## src/rtl/tri_phase_pkg.sv

```systemverilog
package tri_phase_pkg;

    localparam int DIV_RATIO = 3;

    // one-hot divider phase, bit 0 is the high phase of cpu_clk
    typedef logic [DIV_RATIO-1:0] phase_t;

    localparam phase_t PHASE_HIGH = phase_t'(1);

    typedef struct packed {
        logic hold;      // alignment hold in effect
        logic fall_en;   // this edge moves cpu_clk from high to low
    } div_ctl_t;

    function automatic phase_t phase_advance(input phase_t p);
        return {p[DIV_RATIO-2:0], p[DIV_RATIO-1]};
    endfunction

endpackage

```

## src/rtl/sync_filter.sv

```systemverilog
module sync_filter #(
    parameter int STAGES = 2
) (
    input  logic clk,
    input  logic rst,
    input  logic sync_in,
    output logic hold
);
    logic [STAGES-1:0] hist;

    always_ff @(posedge clk) begin
        if (rst) hist <= '0;
        else     hist <= {hist[STAGES-2:0], sync_in};
    end

    assign hold = &hist;

    p_hold_needs_history_r3: assert property (@(posedge clk) disable iff (rst)
        hold |-> $past(sync_in));
endmodule

```

## src/rtl/div3_core.sv

```systemverilog
module div3_core
    import tri_phase_pkg::*;
(
    input  logic     clk,
    input  logic     rst,
    input  logic     hold,
    output logic     cpu_clk,
    output div_ctl_t ctl
);
    phase_t phase;

    always_ff @(posedge clk) begin
        if (rst || hold) phase <= PHASE_HIGH;
        else             phase <= phase_advance(phase);
    end

    assign cpu_clk     = phase[0];
    assign ctl.hold    = hold;
    assign ctl.fall_en = phase[0] && !hold && !rst;

    p_high_one_cycle_r1: assert property (@(posedge clk) disable iff (rst)
        (cpu_clk && !hold) |=> !cpu_clk);
    p_low_two_cycles_r1: assert property (@(posedge clk) disable iff (rst)
        ($fell(cpu_clk) && !hold) |=> !cpu_clk);
    p_hold_parks_high_r4: assert property (@(posedge clk) disable iff (rst)
        hold |=> cpu_clk);
endmodule

```

## src/rtl/per_div2.sv

```systemverilog
module per_div2
    import tri_phase_pkg::*;
(
    input  logic     clk,
    input  logic     rst,
    input  div_ctl_t ctl,
    output logic     per_clk
);
    always_ff @(posedge clk) begin
        if (rst || ctl.hold) per_clk <= 1'b0;
        else if (ctl.fall_en) per_clk <= ~per_clk;
    end

    p_per_stable_r2: assert property (@(posedge clk) disable iff (rst)
        (!ctl.fall_en && !ctl.hold) |=> $stable(per_clk));
    p_per_parked_r4: assert property (@(posedge clk) disable iff (rst)
        ctl.hold |=> !per_clk);
endmodule

```

## src/rtl/rst_sync.sv

```systemverilog
module rst_sync
    import tri_phase_pkg::*;
#(
    parameter int STAGES = 2
) (
    input  logic     clk,
    input  logic     rst,
    input  div_ctl_t ctl,
    input  logic     req,
    output logic     rst_out
);
    logic [STAGES-1:0] chain;

    always_ff @(posedge clk) begin
        if (rst)              chain <= '1;
        else if (ctl.fall_en) chain <= {chain[STAGES-2:0], req};
    end

    assign rst_out = chain[STAGES-1];

    p_rst_only_on_fall_r5: assert property (@(posedge clk) disable iff (rst)
        !ctl.fall_en |=> $stable(rst_out));
endmodule

```

## src/rtl/tri_phase_clkgen.sv

```systemverilog
module tri_phase_clkgen
    import tri_phase_pkg::*;
#(
    parameter int SYNC_STAGES = 2,
    parameter int RST_STAGES  = 2
) (
    input  logic ref_clk,
    input  logic rst,
    input  logic sync_in,
    input  logic rst_req_in,
    output logic cpu_clk,
    output logic per_clk,
    output logic rst_out
);
    logic     hold;
    div_ctl_t ctl;

    sync_filter #(.STAGES(SYNC_STAGES)) u_filter (
        .clk(ref_clk), .rst(rst), .sync_in(sync_in), .hold(hold)
    );

    div3_core u_core (
        .clk(ref_clk), .rst(rst), .hold(hold), .cpu_clk(cpu_clk), .ctl(ctl)
    );

    per_div2 u_per (
        .clk(ref_clk), .rst(rst), .ctl(ctl), .per_clk(per_clk)
    );

    rst_sync #(.STAGES(RST_STAGES)) u_rst (
        .clk(ref_clk), .rst(rst), .ctl(ctl), .req(rst_req_in), .rst_out(rst_out)
    );

    p_reset_state_r6: assert property (@(posedge ref_clk)
        $past(rst) |-> (cpu_clk && !per_clk && rst_out));
endmodule

```

## config.mk

```make
export PLATFORM = sky130hd
export DESIGN_NAME = tri_phase_clkgen
export DESIGN_NICKNAME = d
export VERILOG_FILES = /design/src/rtl/tri_phase_pkg.sv /design/src/rtl/sync_filter.sv /design/src/rtl/div3_core.sv /design/src/rtl/per_div2.sv /design/src/rtl/rst_sync.sv /design/src/rtl/tri_phase_clkgen.sv
export SDC_FILE = /design/constraint.sdc
export NUM_CORES = 1
export LEC_CHECK = 0
export BUFFER_PORTS_ARGS = -buffer_cell sky130_fd_sc_hd__buf_4
export CORE_AREA = 2 2 39 41
export CTS_CLUSTER_DIAMETER = 200
export DETAILED_ROUTE_END_ITERATION = 16
export DIE_AREA = 0 0 41 43
export SLEW_MARGIN = 15
export SYNTH_ARGS = -nofsm -noshare
export SYNTH_HDL_FRONTEND = slang
export SYNTH_HIERARCHICAL = 1
export SYNTH_SLANG_ARGS = --single-unit
```

## constraint.sdc

```tcl
create_clock -name ref_clk -period 1.9 [get_ports ref_clk]
set_clock_uncertainty 0.15 [all_clocks]
set_input_delay 0.19 -clock ref_clk [delete_from_list [all_inputs] [get_ports ref_clk]]
set_output_delay 0.19 -clock ref_clk [all_outputs]
set_load 0.1 [all_outputs]
```

== After elaboration in Yosys (flattened, before gate mapping) ==
Index checks and enable logic that the tools add are counted.

* Add/sub/neg operators: 0
* Multiply operators: 0
* Div/mod/pow operators: 0
* Magnitude comparators: 0
* Eq/ne operators: 0
* Shifts and indexed selects: 0
* Multiplexer cells: 0
* Bitwise logic cells: 1
* Reduce and logical (&&, ||, !) cells: 6

{| class="wikitable"
|+ Operator list
! operator !! count
|-
| $logic_and A1 B1 Y1 || 2
|-
| $logic_not A1 Y1 || 2
|-
| $reduce_and A2 Y1 || 1
|-
| $logic_or A1 B1 Y1 || 1
|-
| $not A1 Y1 || 1
|}

* Bits in registers: 8
* Bits in latches: 0
* RAM bits: 0
* ROM bits: 0
* Input bits: 4
* Output and inout bits: 3
* Word-level logic and storage cells: 11
* Memories: 0

== Depth between registers and ports, before layout ==
Gate-level depths: netlist of run 1.

* Word-level depth: 4
* Gate-level depth with buffers: 4
* Gate-level depth less buffers: 4

== Cells and area by module ==
The synthesis of run 1 kept the hierarchy.

{| class="wikitable"
|+ Modules (own cells, without submodules)
! module !! times used !! cells each !! area each (sq um) !! sequential area each (sq um)
|-
| div3_core || 1 || 8 || 96.3 || 60.1
|-
| rst_sync || 1 || 6 || 70.1 || 40.0
|-
| sync_filter || 1 || 5 || 58.8 || 40.0
|-
| per_div2 || 1 || 3 || 38.8 || 20.0
|}

== Least setup slack after synthesis of run 1 ==
Ideal clock, no wire load.

* Kind: reg2reg
* From: register u_core.phase[0]
* To: register u_rst.chain[0]
* Setup time: 120 ps
* Arrival: 1,751 ps
* Data required time: 1,630 ps
* Path slack: -121 ps
* Stages on the path, launching flop included: 4
* Path buffers: 0
* Period minus slack after synthesis: 2,021 ps
* Cells stage by stage: dfxtp_1 nor3b_1 nor2b_1 a211o_1

{| class="wikitable"
|+ RTL lines
! what !! RTL line !! RTL
|-
| from (decl) || div3_core.sv:10 || <nowiki>phase_t phase;</nowiki>
|-
| from (signal assigned) || div3_core.sv:14 || <nowiki>else phase <= phase_advance(phase);</nowiki>
|-
| to (signal assigned) || rst_sync.sv:16 || <nowiki>else if (ctl.fall_en) chain <= {chain[STAGES-2:0], req};</nowiki>
|-
| to (decl) || rst_sync.sv:12 || <nowiki>logic [STAGES-1:0] chain;</nowiki>
|}

==> metrics.md, run 1 <==
| Metric | Value |
|---|---|
| Clk_lat worst skew | `0.25 ns` |
| Synth Net Count | `26` |
| Vias in the first global route | `~170` |
| Commonest non-fill, non-tap cells in the layout | `dfxtp_1 (7), buf_4 (6), nor2b_1 (4)` |
| Switching share of power | `28.5%` |
| Final Hold Viols | `0` |
| ANT nets after route | `0` |
| Cell Pwr Density | `1080 nW/um^2` |
| Post-Syn Area | `264 sq um` |
| Comb pwr share | `between 10% and 20%` |
| Final setup violation count | `0` |
| CTS buffer count | `3` |
| Sequential-to-total area share from yosys stat | `about three fifths` |
| Io pins | `7` |
| Leakage | `0.000143 uW` |
| Max_cap viols | `0` |
| Dominant cells by area after synthesis | `dfxtp_1 (61%), nor2b_1 (9.5%), nor3b_1 (8.5%), a211o_1 (6.6%), nor3_2 (3.8%)` |
| Grt ovf | `0` |
| Min-Delay Path Class | `input port to register` |
| Total core area | `1380 sq um` |
| Routed WL per cell | `just under 9 microns` |
| DRC viols | `0` |
| NetSw | `~110 uW` |
| Starting density of the core | `19.1%` |
| Nets | `37` |
| Die Height | `~43 microns` |
| GRT met3 Usage | `9.42%` |
| RSZ-0062 raised after global routing | `false` |
| Clock power share | `32.2%` |
| Max-slew violations | `0` |
| Sum Neg Setup Slack | `0 ns` |
| Area leader, netlist | `dfxtp_1` |
| Synth warn | `6` |
| Die X | `41 microns` |
| Status | `finished, final reports clean` |
| Mapped Avg Cell Area | `roughly 12 sq um` |
| CTS tree | `yes` |
| Slew HR | `57.8%` |
| Initial drt markers | `2` |
| CTS root buffer | `clkbuf_4` |
| Buffers on Ports | `6` |
| Critical Path RT | `between 1.5 and 2 ns` |
| Routed WL | `408 microns` |
| Critical Path AT | `between 1.5 and 2 ns` |
| Max Clock Freq | `607 MHz` |
| Peak VDD IR | `0.511 mV` |
| Diodes inserted | `0` |
| Clock Sinks | `8` |
| Sequential Power Share | `48.0%` |
| Met1 track demand over resource | `6.82%` |
| Worst-path cell chain | `and2_1 -> nor3b_1 -> nor2b_1 -> a211o_1` |
| Largest net degree at the start of global routing | `10` |
| Die area | `around 1800 sq um` |
| Internal cell power | `between 200 and 300 uW` |
| Slowest library cell on the worst path | `nor3b_1` |
| First-pass GRT wire length | `669 microns` |
| Crit Path Category | `register to register` |
| Std cell rows | `14` |
| CP max FO | `5` |
| Synth Register Bits | `8` |
| GRT Overall Usage | `6.55%` |
| Via/cell ratio | `3.83` |
| CTS H-tree lvls | `1` |
| Gr busiest metal | `met3` |
| GPL Wtd Cong | `a little over 0.6` |
| Fraction of layout instances using a drive strength above 1 | `35.5%` |
| Synth Instances | `22` |
| Most common cell after layout, fill and taps aside | `dfxtp_1` |
| Worst hold margin | `0.0271 ns` |
| Clk buf depth | `2` |
| Worst slew pin tran | `0.631 ns` |
| Routed via count | `180` |
| Initial DRT Pass Iterations | `2` |
| Slowest cell delay on critical path | `roughly 0.56 ns` |
| Startpoint Class | `register` |
| Synth top area share | `60.7%` |
| PostCTS Resize Cnt | `0` |
| Synth unique cells | `9` |
| Final period util | `86.6%` |
| CP endpoint kind | `register` |
| Worst-path clk slew | `0.05 ns` |
| M2 GR Usage | `7.19%` |
| Final Critical Period | `1.65 ns` |
| Synth-to-layout area growth | `34.6%` |
| Number of setup buffers added after CTS | `0` |
| Initial antenna violation count | `0` |
==> stage by stage <==
step                std cells  area [sq um]  utilization, %  setup slack (ns)  total power, uW
CTS                        47           355            25.7             0.234              394
global route               47           355            25.7             0.160              416
detailed placement         43           323            23.3             0.246              263
global placement           43           323            23.3             0.262              262
finish                     47           355            25.7             0.254              385
floorplan                  22           265               -             0.191              245
==> metal layers <==
layer | share of wire [%] | vias up
met5 | 0 | -
met1 | 49 | 77
met2 | 37 | 9
met3 | 14 | 0
li1 | - | 94
met4 | 0 | 0
==> worst max-delay path, delay by kind of cell, from the launching register on <==
family,cells,cell delay (ns)
AO/OA/AOI/OAI,1,0.24
flip-flops,1,0.30
AND/OR/NAND/NOR,3,0.86
==> synthesized netlist by cell type, drive strengths merged <==
cell type,instances
nor3,1
nor3b,3
buf,1
xnor2,1
a211o,2
dfxtp,8
nor2b,4
and2,1
or3,1
==> final cells by class <==
cell class | instances | area (sq um)
fillers | 147 | 1030
flip-flops and latches | 8 | 161
multi-input cells | 13 | 96.3
repair buffers | 7 | 55.1
clock buffers | 3 | 22.5
well taps | 16 | 20.0
==> state kept, by name, indices dropped and copies added (netlist names) <==
register	cells
u_rst/chain	2
u_per/per_clk	1
u_core/phase	3
u_filter/hist	2
==> power groups by stage <==
stage               logic (uW)  registers (uW)  clock network [uW]
floorplan                 17.7             227                   0
global placement          74.0             188                   0
detailed placement        74.7             189                   0
CTS                       76.6             185                 133
global route              80.0             186                 150
finish                    76.0             185                 124
==> timing repair <==
item | CTS | global route
endpoints found under the setup margin | 0 | 0
hold buffers | 1 | 0
endpoints found under the hold margin | 1 | 0
==> final timing paths <==
path                                from                          end  slack, ns  depth (start not counted)
max          u_filter/hist[0]$_SDFF_PP0_  u_rst/chain[0]$_SDFFE_PP1P_       0.25                          4
min                                  rst   u_per/per_clk$_SDFFE_PP0P_       0.03                          2
max reg2reg  u_filter/hist[0]$_SDFF_PP0_  u_rst/chain[0]$_SDFFE_PP1P_       0.25                          4
min reg2reg   u_core/phase[2]$_SDFF_PP0_   u_core/phase[0]$_SDFF_PP1_       0.25                          1
==> cell families after synthesis <==
family,count (synthesis),synth area share (%)
compound gates,2,6.64
buf+inv,1,2.84
flops,8,60.7
xor+xnor,1,3.32
simple gates,10,26.5
(Power assumes the default switching activity.)
==> run 2, diff against run 1 <==
CORE_AREA = 3 3 40 42   (was 2 2 39 41)
DIE_AREA = 0 0 43 45   (was 0 0 41 43)
SYNTH_HIERARCHICAL = default   (was 1)
==> run 2 against run 1 <==
  * Highest routed layer unchanged
  * Cell count did not move
  * Via count fell by 7.2%
  * Largest cell class unchanged
  * Critical endpoint is now cpu_clk
  * Wire length rose by 3.2%
  * Flip-flop and latch count did not move
==> metrics.md, run 2 <==
| Metric | Value |
|---|---|
| Post-synth top cells | `dfxtp_1 (8), nor2_1 (3), and2_1 (2), mux2i_1 (2), nor2b_1 (2)` |
| CP Depth | `1` |
| Dominant cells by area after synthesis | `dfxtp_1 (60%), mux2i_1 (7.5%), a21boi_4 (7.0%), and2_1 (4.7%), nor2b_1 (4.7%)` |
| Commonest non-fill, non-tap cells in the layout | `dfxtp_1 (8), buf_4 (6), nor2_1 (3), clkbuf_4 (3)` |
| Final Hold Viols | `0` |
| Area leader, netlist | `dfxtp_1` |
| Initial DRT Pass Iterations | `2` |
| FFs w/ async S/R, synth | `0%` |
| Initial antenna violation count | `0` |
| CTS H-tree lvls | `1` |
| Worst slew pin tran | `around 0.28 ns` |
| Switching share of power | `29.0%` |
| Critical Path AT | `0.94 ns` |
| Total core area | `approximately 1300 sq um` |
| Synth top area share | `60.1%` |
| Nets | `38` |
| Worst path bufs/invs | `1` |
| Filler instances | `between 100 and 150` |
| Buffers on Ports | `6` |
| Std cell rows | `13` |
| Sum Neg Setup Slack | `0 ns` |
| Crit Path Category | `register to output port` |
| Synth Register Bits | `8` |
| Die Height | `45 microns` |
| Final setup violation count | `0` |
| Max Clock Freq | `782 MHz` |
| CP max FO | `4` |
| Mapped Avg Cell Area | `12.1 sq um` |
| Most frequent cell after synthesis | `dfxtp_1` |
| Hold path cells | `2` |
| Largest net degree at the start of global routing | `7` |
| Fraction of layout instances using a drive strength above 1 | `37.5%` |
| GPL Wtd Cong | `0.608` |
| Grt ovf | `0` |
| Status | `finished, final reports clean` |
| Routed via count | `roughly 170` |
| Hpwl dp | `279 microns` |
| Post-synth EDFFs | `0` |
| Synth Instances | `22` |
| Peak VDD IR | `between 0.4 and 0.5 mV` |
| Clock Sinks | `8` |
| Max-slew violations | `0` |
| Vias in the first global route | `171` |
| Final period util | `between 60 and 70%` |
| FF/Latch Area | `between 150 and 200 sq um` |
| Starting density of the core | `20.7%` |
| Synth warn | `0` |
| Largest registers | `u_core.phase (3), u_filter.hist (2), u_rst.chain (2)` |
| Die area | `1940 sq um` |
| Min-Delay Path Class | `input port to register` |
| Max reg flops | `3` |
| Synth-to-layout area growth | `36.2%` |
| Comb pwr share | `19.2%` |
| Synth unique cells | `10` |
| Io pins | `7` |
| Crit path max-delay family | `flip-flops` |
| Largest Register | `u_core.phase` |
| Worst-path clk slew | `about 0.060 ns` |
| First-pass GRT wire length | `roughly 740 microns` |
| Initial drt markers | `3` |
| Max_cap viols | `0` |
| Synth Net Count | `26` |
| Via/cell ratio | `3.55` |
| GRT Overall Usage | `between 5 and 6%` |
| DRC viols | `0` |
| Final Critical Period | `1.28 ns` |
| NetSw | `113 uW` |
| Slowest library cell on the worst path | `dfxtp_1` |
| Internal cell power | `276 uW` |
| Routed WL | `421 microns` |
| Leakage | `0.000162 uW` |
| PostCTS Resize Cnt | `0` |
| Die X | `43 microns` |
| CP endpoint kind | `output port` |
| Top_reg_cell synth | `dfxtp_1` |
| Slew HR | `81.5%` |
| Startpoint Class | `register` |
| Multi-input logic area | `106 sq um` |
| CTS tree | `yes` |
| Worst-path cell chain | `buf_4` |
| CTS root buffer | `clkbuf_4` |
| Sequential Power Share | `around half` |
| Worst hold margin | `0.0108 ns` |
| Cell Pwr Density | `approximately 1100 nW/um^2` |
| RSZ-0062 raised after global routing | `false` |
| Post-Syn Area | `267 sq um` |
| Sequential-to-total area share from yosys stat | `between 60% and 70%` |
| Diodes inserted | `0` |
| Clk_lat worst skew | `0.25 ns` |
| Clock power share | `32.6%` |
| Cells on worst reg2reg path | `2` |
| CTS buffer count | `3` |
| ANT nets after route | `0` |
| Routed WL per cell | `8.96 microns` |
| Clk buf depth | `2` |
| Slowest cell delay on critical path | `0.38 ns` |
| Critical Path RT | `between 1.5 and 2 ns` |
| Most common cell after layout, fill and taps aside | `dfxtp_1` |
## run 2: cell types whose count changed after synthesis, moves of 2 or more
| cell | change |
|---|---|
| nor2_1 | +3 |
| mux2i_1 | +2 |
| nor2b_1 | -2 |
| a211o_1 | -2 |
| nor3b_1 | -3 |
## run 2: final cells by class
class / count / share of cell area (%)
Tap cell: 15 / 5.17
Timing Repair Buffer: 7 / 15.2
Sequential cell: 8 / 44.1
Clock buffer: 3 / 6.21
Multi-Input combinational cell: 14 / 29.3
## run 2: through the flow
stage	setup slack, ns	instances	total power, uW	cell area, sq um	util [%]
6_report	0.621	47	389	363	28.2
5_1_grt	0.578	47	408	363	28.2
4_1_cts	0.604	47	397	363	28.2
3_5_place_dp	0.884	43	264	330	25.7
3_3_place_gp	0.893	43	264	330	25.7
2_1_floorplan	0.217	22	246	267	-
## run 2: cell families (layout without fill, tap and decap cells)
kind of cell           after synthesis  in the layout  synth area share, %
AO/OA/AOI/OAI                        2              2                 10.3
XOR/XNOR                             1              1                 3.29
buffers and inverters                0             10                    0
flip-flops                           8              8                 60.1
multiplexers                         2              2                 7.51
AND/OR/NAND/NOR                      9              9                 18.8
## run 2: final timing paths
check	from	to	slack (ns)
max	u_core.phase[0]$_SDFF_PP1_	cpu_clk	0.62
max reg2reg	u_core.phase[0]$_SDFF_PP1_	u_rst.chain[0]$_SDFFE_PP1P_	0.90
min	sync_in	u_filter.hist[0]$_SDFF_PP0_	0.01
min reg2reg	u_core.phase[1]$_SDFF_PP0_	u_core.phase[2]$_SDFF_PP0_	0.27
## run 2: power groups by stage
stage,sequential [uW],clock [uW],combinational (uW)
2_1_floorplan,229,0,17.0
3_3_place_gp,191,0,73.6
3_5_place_dp,191,0,73.3
4_1_cts,187,135,75.4
5_1_grt,188,141,78.5
6_report,187,127,74.6
## run 2: what timing repair did
item	in CTS	in global routing
hold buffers	1	0
endpoints found under the hold margin	2	0
buffers inserted	0	0
## run 2: metal layers
metal	vias up	track usage, %	routed length (microns)
met2	10	6.89	124
met5	-	0	0
li1	90	-	-
met4	0	1.81	0
met3	0	6.37	73
met1	67	6.34	223
